### config.mk
export PLATFORM = sky130hd
export DESIGN_NAME = bit_err_injector
export DESIGN_NICKNAME = d
export VERILOG_FILES = /design/src/rtl/bei_pkg.sv /design/src/rtl/bei_decade_digit.sv /design/src/rtl/bei_interval.sv /design/src/rtl/bei_single.sv /design/src/rtl/bit_err_injector.sv
export SDC_FILE = /design/constraint.sdc
export NUM_CORES = 1
export LEC_CHECK = 0
export ABC_AREA = 1
export ABC_CLOCK_PERIOD_IN_PS = 3600
export BUFFER_PORTS_ARGS = -buffer_cell sky130_fd_sc_hd__buf_2
export CELL_PAD_IN_SITES_DETAIL_PLACEMENT = 1
export CELL_PAD_IN_SITES_GLOBAL_PLACEMENT = 1
export CORE_MARGIN = 8
export CORE_UTILIZATION = 49
export CTS_BUF_LIST = sky130_fd_sc_hd__clkbuf_8
export DETAILED_ROUTE_END_ITERATION = 10
export GPL_ROUTABILITY_DRIVEN = 0
export PLACE_DENSITY_LB_ADDON = 0.1
export SETUP_SLACK_MARGIN = 0.15
export SLEW_MARGIN = 0
export SYNTH_ARGS = -nofsm -noshare
export SYNTH_HDL_FRONTEND = slang
export SYNTH_SLANG_ARGS = --single-unit
### constraint.sdc
create_clock -name clk -period 3.6 [get_ports clk]
set_input_delay 0.72 -clock clk [delete_from_list [all_inputs] [get_ports clk]]
set_output_delay 0.72 -clock clk [all_outputs]
set_load 0.005 [all_outputs]
### src/rtl/bei_pkg.sv
package bei_pkg;
   localparam int CODE_W  = 3;
   localparam int DIGIT_W = 4;
   localparam logic [DIGIT_W-1:0] DIGIT_TOP = 4'd9;
   typedef logic [DIGIT_W-1:0] digit_t;
   typedef logic [CODE_W-1:0]  code_t;
endpackage

### src/rtl/bei_decade_digit.sv
module bei_decade_digit
   import bei_pkg::*;
(
   input  logic   clk,
   input  logic   rst_n,
   input  logic   clr,
   input  logic   inc,
   output digit_t digit,
   output logic   carry
);
   digit_t digit_q;

   assign digit = digit_q;
   assign carry = inc && (digit_q == DIGIT_TOP);

   always_ff @(posedge clk) begin
      if (!rst_n || clr)   digit_q <= '0;
      else if (carry)      digit_q <= '0;
      else if (inc)        digit_q <= digit_q + 1'b1;
   end

   a_r2_digit_range: assert property (@(posedge clk) disable iff (!rst_n)
      digit_q <= DIGIT_TOP)
      else $error("decade digit left range");
endmodule

### src/rtl/bei_interval.sv
module bei_interval
   import bei_pkg::*;
#(
   parameter int NUM_DECADES = 7
)(
   input  logic  clk,
   input  logic  rst_n,
   input  logic  bit_en,
   input  code_t rate_code,
   output logic  auto_hit
);
   localparam int MAX_CODE = (1 << CODE_W) - 1;

   if (NUM_DECADES < 1 || NUM_DECADES > MAX_CODE) begin : g_bad_cfg
      $error("NUM_DECADES must lie between 1 and the largest rate code");
   end

   code_t code_q;
   logic  changed, active, inc0, clear, hit_sel, any_nonzero;
   logic  [NUM_DECADES-1:0] inc, carry;
   digit_t digits [NUM_DECADES];

   always_ff @(posedge clk) begin
      if (!rst_n) code_q <= '0;
      else        code_q <= rate_code;
   end

   assign changed = (rate_code != code_q);
   assign active  = (rate_code != '0) && (int'(rate_code) <= NUM_DECADES);
   assign inc0    = bit_en && active && !changed;

   for (genvar i = 0; i < NUM_DECADES; i++) begin : g_chain
      if (i == 0) begin : g_first
         assign inc[i] = inc0;
      end else begin : g_next
         assign inc[i] = carry[i-1];
      end
      bei_decade_digit u_digit (
         .clk   (clk),
         .rst_n (rst_n),
         .clr   (clear),
         .inc   (inc[i]),
         .digit (digits[i]),
         .carry (carry[i])
      );
   end

   always_comb begin
      hit_sel = 1'b0;
      for (int k = 0; k < NUM_DECADES; k++)
         if (int'(rate_code) == k + 1) hit_sel = carry[k];
   end

   always_comb begin
      any_nonzero = 1'b0;
      for (int k = 0; k < NUM_DECADES; k++)
         if (digits[k] != '0) any_nonzero = 1'b1;
   end

   assign auto_hit = hit_sel;
   assign clear    = changed || hit_sel;

   a_r1_off_quiet: assert property (@(posedge clk) disable iff (!rst_n)
      (rate_code == '0) |-> !auto_hit)
      else $error("automatic error with insertion off");

   a_r3_code_change_clears: assert property (@(posedge clk) disable iff (!rst_n)
      changed |=> !any_nonzero)
      else $error("interval count survived a code change");
endmodule

### src/rtl/bei_single.sv
module bei_single (
   input  logic clk,
   input  logic rst_n,
   input  logic bit_en,
   input  logic single_err,
   output logic single_hit
);
   logic strobe_q, pend_q, rise;

   assign rise       = single_err && !strobe_q;
   assign single_hit = bit_en && (pend_q || rise);

   always_ff @(posedge clk) begin
      if (!rst_n) begin
         strobe_q <= 1'b0;
         pend_q   <= 1'b0;
      end else begin
         strobe_q <= single_err;
         pend_q   <= (pend_q || rise) && !bit_en;
      end
   end

   a_r4_consumed: assert property (@(posedge clk) disable iff (!rst_n)
      single_hit |=> !pend_q)
      else $error("single error still pending after use");

   a_r5_level_no_repeat: assert property (@(posedge clk) disable iff (!rst_n)
      (strobe_q && single_err && !pend_q) |-> !single_hit)
      else $error("held strobe produced another error");
endmodule

### src/rtl/bit_err_injector.sv
module bit_err_injector
   import bei_pkg::*;
#(
   parameter int NUM_DECADES = 7
)(
   input  logic       clk,
   input  logic       rst_n,
   input  logic       bit_en,
   input  logic       din,
   input  logic [2:0] rate_code,
   input  logic       single_err,
   input  logic       tx_invert,
   output logic       dout
);
   if (CODE_W != 3) begin : g_bad_width
      $error("rate code port assumes a 3-bit code");
   end

   logic auto_hit, single_hit, flip, dout_q;

   bei_interval #(.NUM_DECADES(NUM_DECADES)) u_interval (
      .clk       (clk),
      .rst_n     (rst_n),
      .bit_en    (bit_en),
      .rate_code (rate_code),
      .auto_hit  (auto_hit)
   );

   bei_single u_single (
      .clk        (clk),
      .rst_n      (rst_n),
      .bit_en     (bit_en),
      .single_err (single_err),
      .single_hit (single_hit)
   );

   assign flip = auto_hit || single_hit;

   always_ff @(posedge clk) begin
      if (!rst_n)      dout_q <= 1'b0;
      else if (bit_en) dout_q <= (din ^ flip) ^ tx_invert;
   end

   assign dout = dout_q;

   a_r8_hold: assert property (@(posedge clk) disable iff (!rst_n)
      !bit_en |=> $stable(dout))
      else $error("output moved without enable");

   a_r6_single_flip: assert property (@(posedge clk) disable iff (!rst_n)
      (bit_en && auto_hit && single_hit) |=> (dout == !($past(din) ^ $past(tx_invert))))
      else $error("coincident errors did not flip exactly once");

   a_r7_invert: assert property (@(posedge clk) disable iff (!rst_n)
      (bit_en && tx_invert && !auto_hit && !single_hit) |=> (dout != $past(din)))
      else $error("inversion not applied");
endmodule

==> reports/qor.csv <==
stage;metric;value;unit
detailed_routing;vias;1538;
worst_setup_path;endpoint_kind;flip-flop;
power_and_ir_drop;peakVddDrop;0.000236;V
worst_setup_path;cp-start-kind;input pin;
detailed_routing;detail-route-antenna-nets;0;
worst_setup_path;arrival;2.27;ns
worst_setup_path;cp_data_required_time;3.76;ns
synth;syn_area_per_cell;7.17;um^2
clock_tree;clock_path_buffers;2;
sta;tightest_slew;0.350;ns
worst_setup_path;crit_path_top_delay_cell;nand4_4;
grt;grt.overflow.total;0;
min_path;whs_path_depth;2;
worst_setup_path;max_stage_delay;0.19;ns
min_path;hold_path.class;reg2reg;
synth;synth.most_common_cell;nand2_1;
grt;first_global_vias;1601;
detailed_routing;drc;0;
clock_tree;htree_num_levels;2;
detailed_routing;routed_wirelength;3.84;mm
detailed_routing;first_pass_iters;4;
status;status;completed;
floorplanning;die-area;5960;um^2
worst_setup_path;ff2ff_path_depth;10;
power_and_ir_drop;power_density;350;nW/um^2
sta;tns;0;ns
synth;yosysTopAreaCell;dfxtp_1;
placed_design;dp_slack;1.19;ns
layout;num-fill-cells;509;
sta;skew;0.00369;ns
sta;rsz0062_at_grt;false;
power_and_ir_drop;p_leak;0.000800;uW
synth;syn_area;1840;um^2
run;drv_cap;0;
clock_tree;cts_tree;yes;
worst_setup_path;worstSetupPathType;in2reg;
synth;synth.cells.most_frequent;61 x nand2_1, 45 x inv_1, 34 x dfxtp_1;
placed_design;dp_hpwl;2.90;mm
synth;synth-edff-count;0;
worst_setup_path;worstPathCellList;buf_2 -> inv_1 -> nand2_1 -> nand2_2 -> nor2_4 -> nand4_4 -> nor2_1 -> nand2_1 -> nand2_1 -> inv_1 -> nand2_1 -> a21oi_1;
layout;final_layout_size_suffix_gt1_frac;0.110;
clock_tree;clkTransAtPathRegs;0.07;ns
synth;synthCells;256;
synth;synth_nets;279;
clock_tree;clkLatencyLatePin;0.28;ns
floorplanning;rows;22;
sta;setup_violations;0;
synth;ys_ff_latch;34;
synth;ys_types;22;
layout;syn2layout_area_growth;10.1;%
floorplanning;start_util;0.505;
sta;period_minus_slack;2.11;ns
floorplanning;ios;10;
synth;yosysSeqAreaShare;0.371;
sta;maxSlewViolCount;0;
worst_setup_path;path_depth;12;
grt;grt_pass1_wl;6.78;mm
grt;antenna_found_initial;0;
grt;track_usage;0.137;
layout;fin_util;0.556;
synth;synth_ff_type;dfxtp_1;
detailed_routing;via_per_inst;4.81;
grt;grt_max_degree;12;
floorplanning;die_h;77.2;um
worst_setup_path;crit_buf_inv;3;
synth;yosysWarnings;0;
synth;synthTopCellsByArea;dfxtp_1 37%, nand2_1 12%, ha_1 9.5%;
layout;diodes;0;
worst_setup_path;cp_common_cell;nand2_1;
sta;hold_violations;0;
placed_design;port_buffers;9;
clock_tree;postCtsHoldBufs;0;
detailed_routing;wl_per_cell;12.0;um
sta;finalCritPeriodShare;0.586;
worst_setup_path;path_delay_family;simple AND/OR/NAND/NOR gates;
clock_tree;numCtsBuffers;5;
layout;final_nets;294;
synth;async_reset_ff_frac;0;
synth;synth.top_cell.area_share;0.371;
sta;max_freq;474;MHz
clock_tree;ctsRootBufferMaster;clkbuf_8;
floorplanning;core;3630;um^2
floorplanning;die_w;77.2;um
detailed_routing;drt_iter0_drc;58;
worst_setup_path;cp_max_fo;10;
clock_tree;cts.sinks;34;
sta;slew_headroom;0.766;
clock_tree;cts_setup_buffers;0;
sta;setup_ws;1.49;ns
clock_tree;post_cts_resized;0;
==> worst paths after layout <==
check                                                 startpoint                                                  end  slack [ns]
min          u_interval.g_chain[4].u_digit.digit[3]$_SDFFE_PP0P_  u_interval.g_chain[4].u_digit.digit[3]$_SDFFE_PP0P_        0.47
max reg2reg  u_interval.g_chain[1].u_digit.digit[0]$_SDFFE_PP0P_  u_interval.g_chain[5].u_digit.digit[3]$_SDFFE_PP0P_        1.53
min reg2reg  u_interval.g_chain[4].u_digit.digit[3]$_SDFFE_PP0P_  u_interval.g_chain[4].u_digit.digit[3]$_SDFFE_PP0P_        0.47
max                                                 rate_code[1]  u_interval.g_chain[0].u_digit.digit[1]$_SDFFE_PP0P_        1.49
==> cells in the final DEF, fill, tap and decap left out <==
cell type	synthesis	final
a21oi_1	20	20
a21oi_2	1	1
buf_2	0	9
clkbuf_8	0	6
clkinv_2	0	1
dfxtp_1	34	34
ha_1	14	14
inv_1	45	46
inv_2	1	1
nand2_1	61	61
nand2_2	2	2
nand3_1	12	12
nand4_1	1	1
nand4_4	1	1
nor2_1	27	27
nor2_2	1	1
nor2_4	3	3
nor3_1	6	6
nor3_2	1	1
o21ai_0	4	4
or2_0	7	7
or2_2	4	4
xnor2_1	4	4
xor2_1	6	6
==> routing by layer <==
layer | part of all wire | GRT usage | up-vias
met2 | 0.50 | 0.243 | 12
met5 | 0 | 0 | -
met1 | 0.47 | 0.153 | 715
met4 | 0.0044 | 0.0396 | 0
li1 | - | - | 809
met3 | 0.030 | 0.0408 | 2
==> state kept, by name, indices dropped and copies added, names as in the netlist <==
register / count
u_interval.g_chain.u_digit.digit: 28
u_interval.code_q: 3
dout: 1
u_single.pend_q: 1
u_single.strobe_q: 1
==> cell type report <==
cell class,count,area [um^2],area share
clock buffer,6,82.6,0.0409
clock inverter,2,8.76,0.00433
inverter,46,173,0.0854
multi-input combinational,175,971,0.480
sequential,34,681,0.337
tap,48,60.1,0.0297
timing repair buffer,9,45.0,0.0223
==> worst register-to-register path, cell delays in order (launching register included) <==
cell	delay, ns
dfxtp_1	0.39
ha_1	0.16
nand3_1	0.15
inv_1	0.09
nand2_1	0.11
nor2_1	0.17
inv_1	0.09
nor2_4	0.26
nand2_1	0.20
o21ai_0	0.23
a21oi_1	0.09
==> logic make-up (layout without fill, tap and decap cells) <==
| family | count (synthesis) | after routing | share of synthesized area |
|---|---|---|---|
| buf+inv | 47 | 63 | 0.100 |
| fa+ha+maj | 14 | 14 | 0.0954 |
| compound gates | 25 | 25 | 0.0702 |
| flops | 34 | 34 | 0.371 |
| xor+xnor | 10 | 10 | 0.0477 |
| simple gates | 126 | 126 | 0.316 |
==> power breakdown <==
| group | switching, uW | internal (uW) | total [uW] | leakage, uW |
|---|---|---|---|---|
| sequential | 1.65 | 380 | 382 | 0.000275 |
| combinational | 26.1 | 13.0 | 39.1 | 0.000472 |
| clock | 135 | 151 | 286 | 0.0000524 |
| total | 163 | 544 | 707 | 0.000800 |
==> through the flow <==
| step | area, um^2 | std cells | hold WS, ns | total power, uW |
|---|---|---|---|---|
| floorplan | 1840 | 256 | 0.439 | 414 |
| global placement | 1930 | 312 | 0.451 | 428 |
| detailed placement | 1930 | 312 | 0.461 | 429 |
| CTS | 2020 | 320 | 0.471 | 716 |
| global route | 2020 | 320 | 0.508 | 735 |
| finish | 2020 | 320 | 0.465 | 707 |
Power figures use the tool's default switching activity.
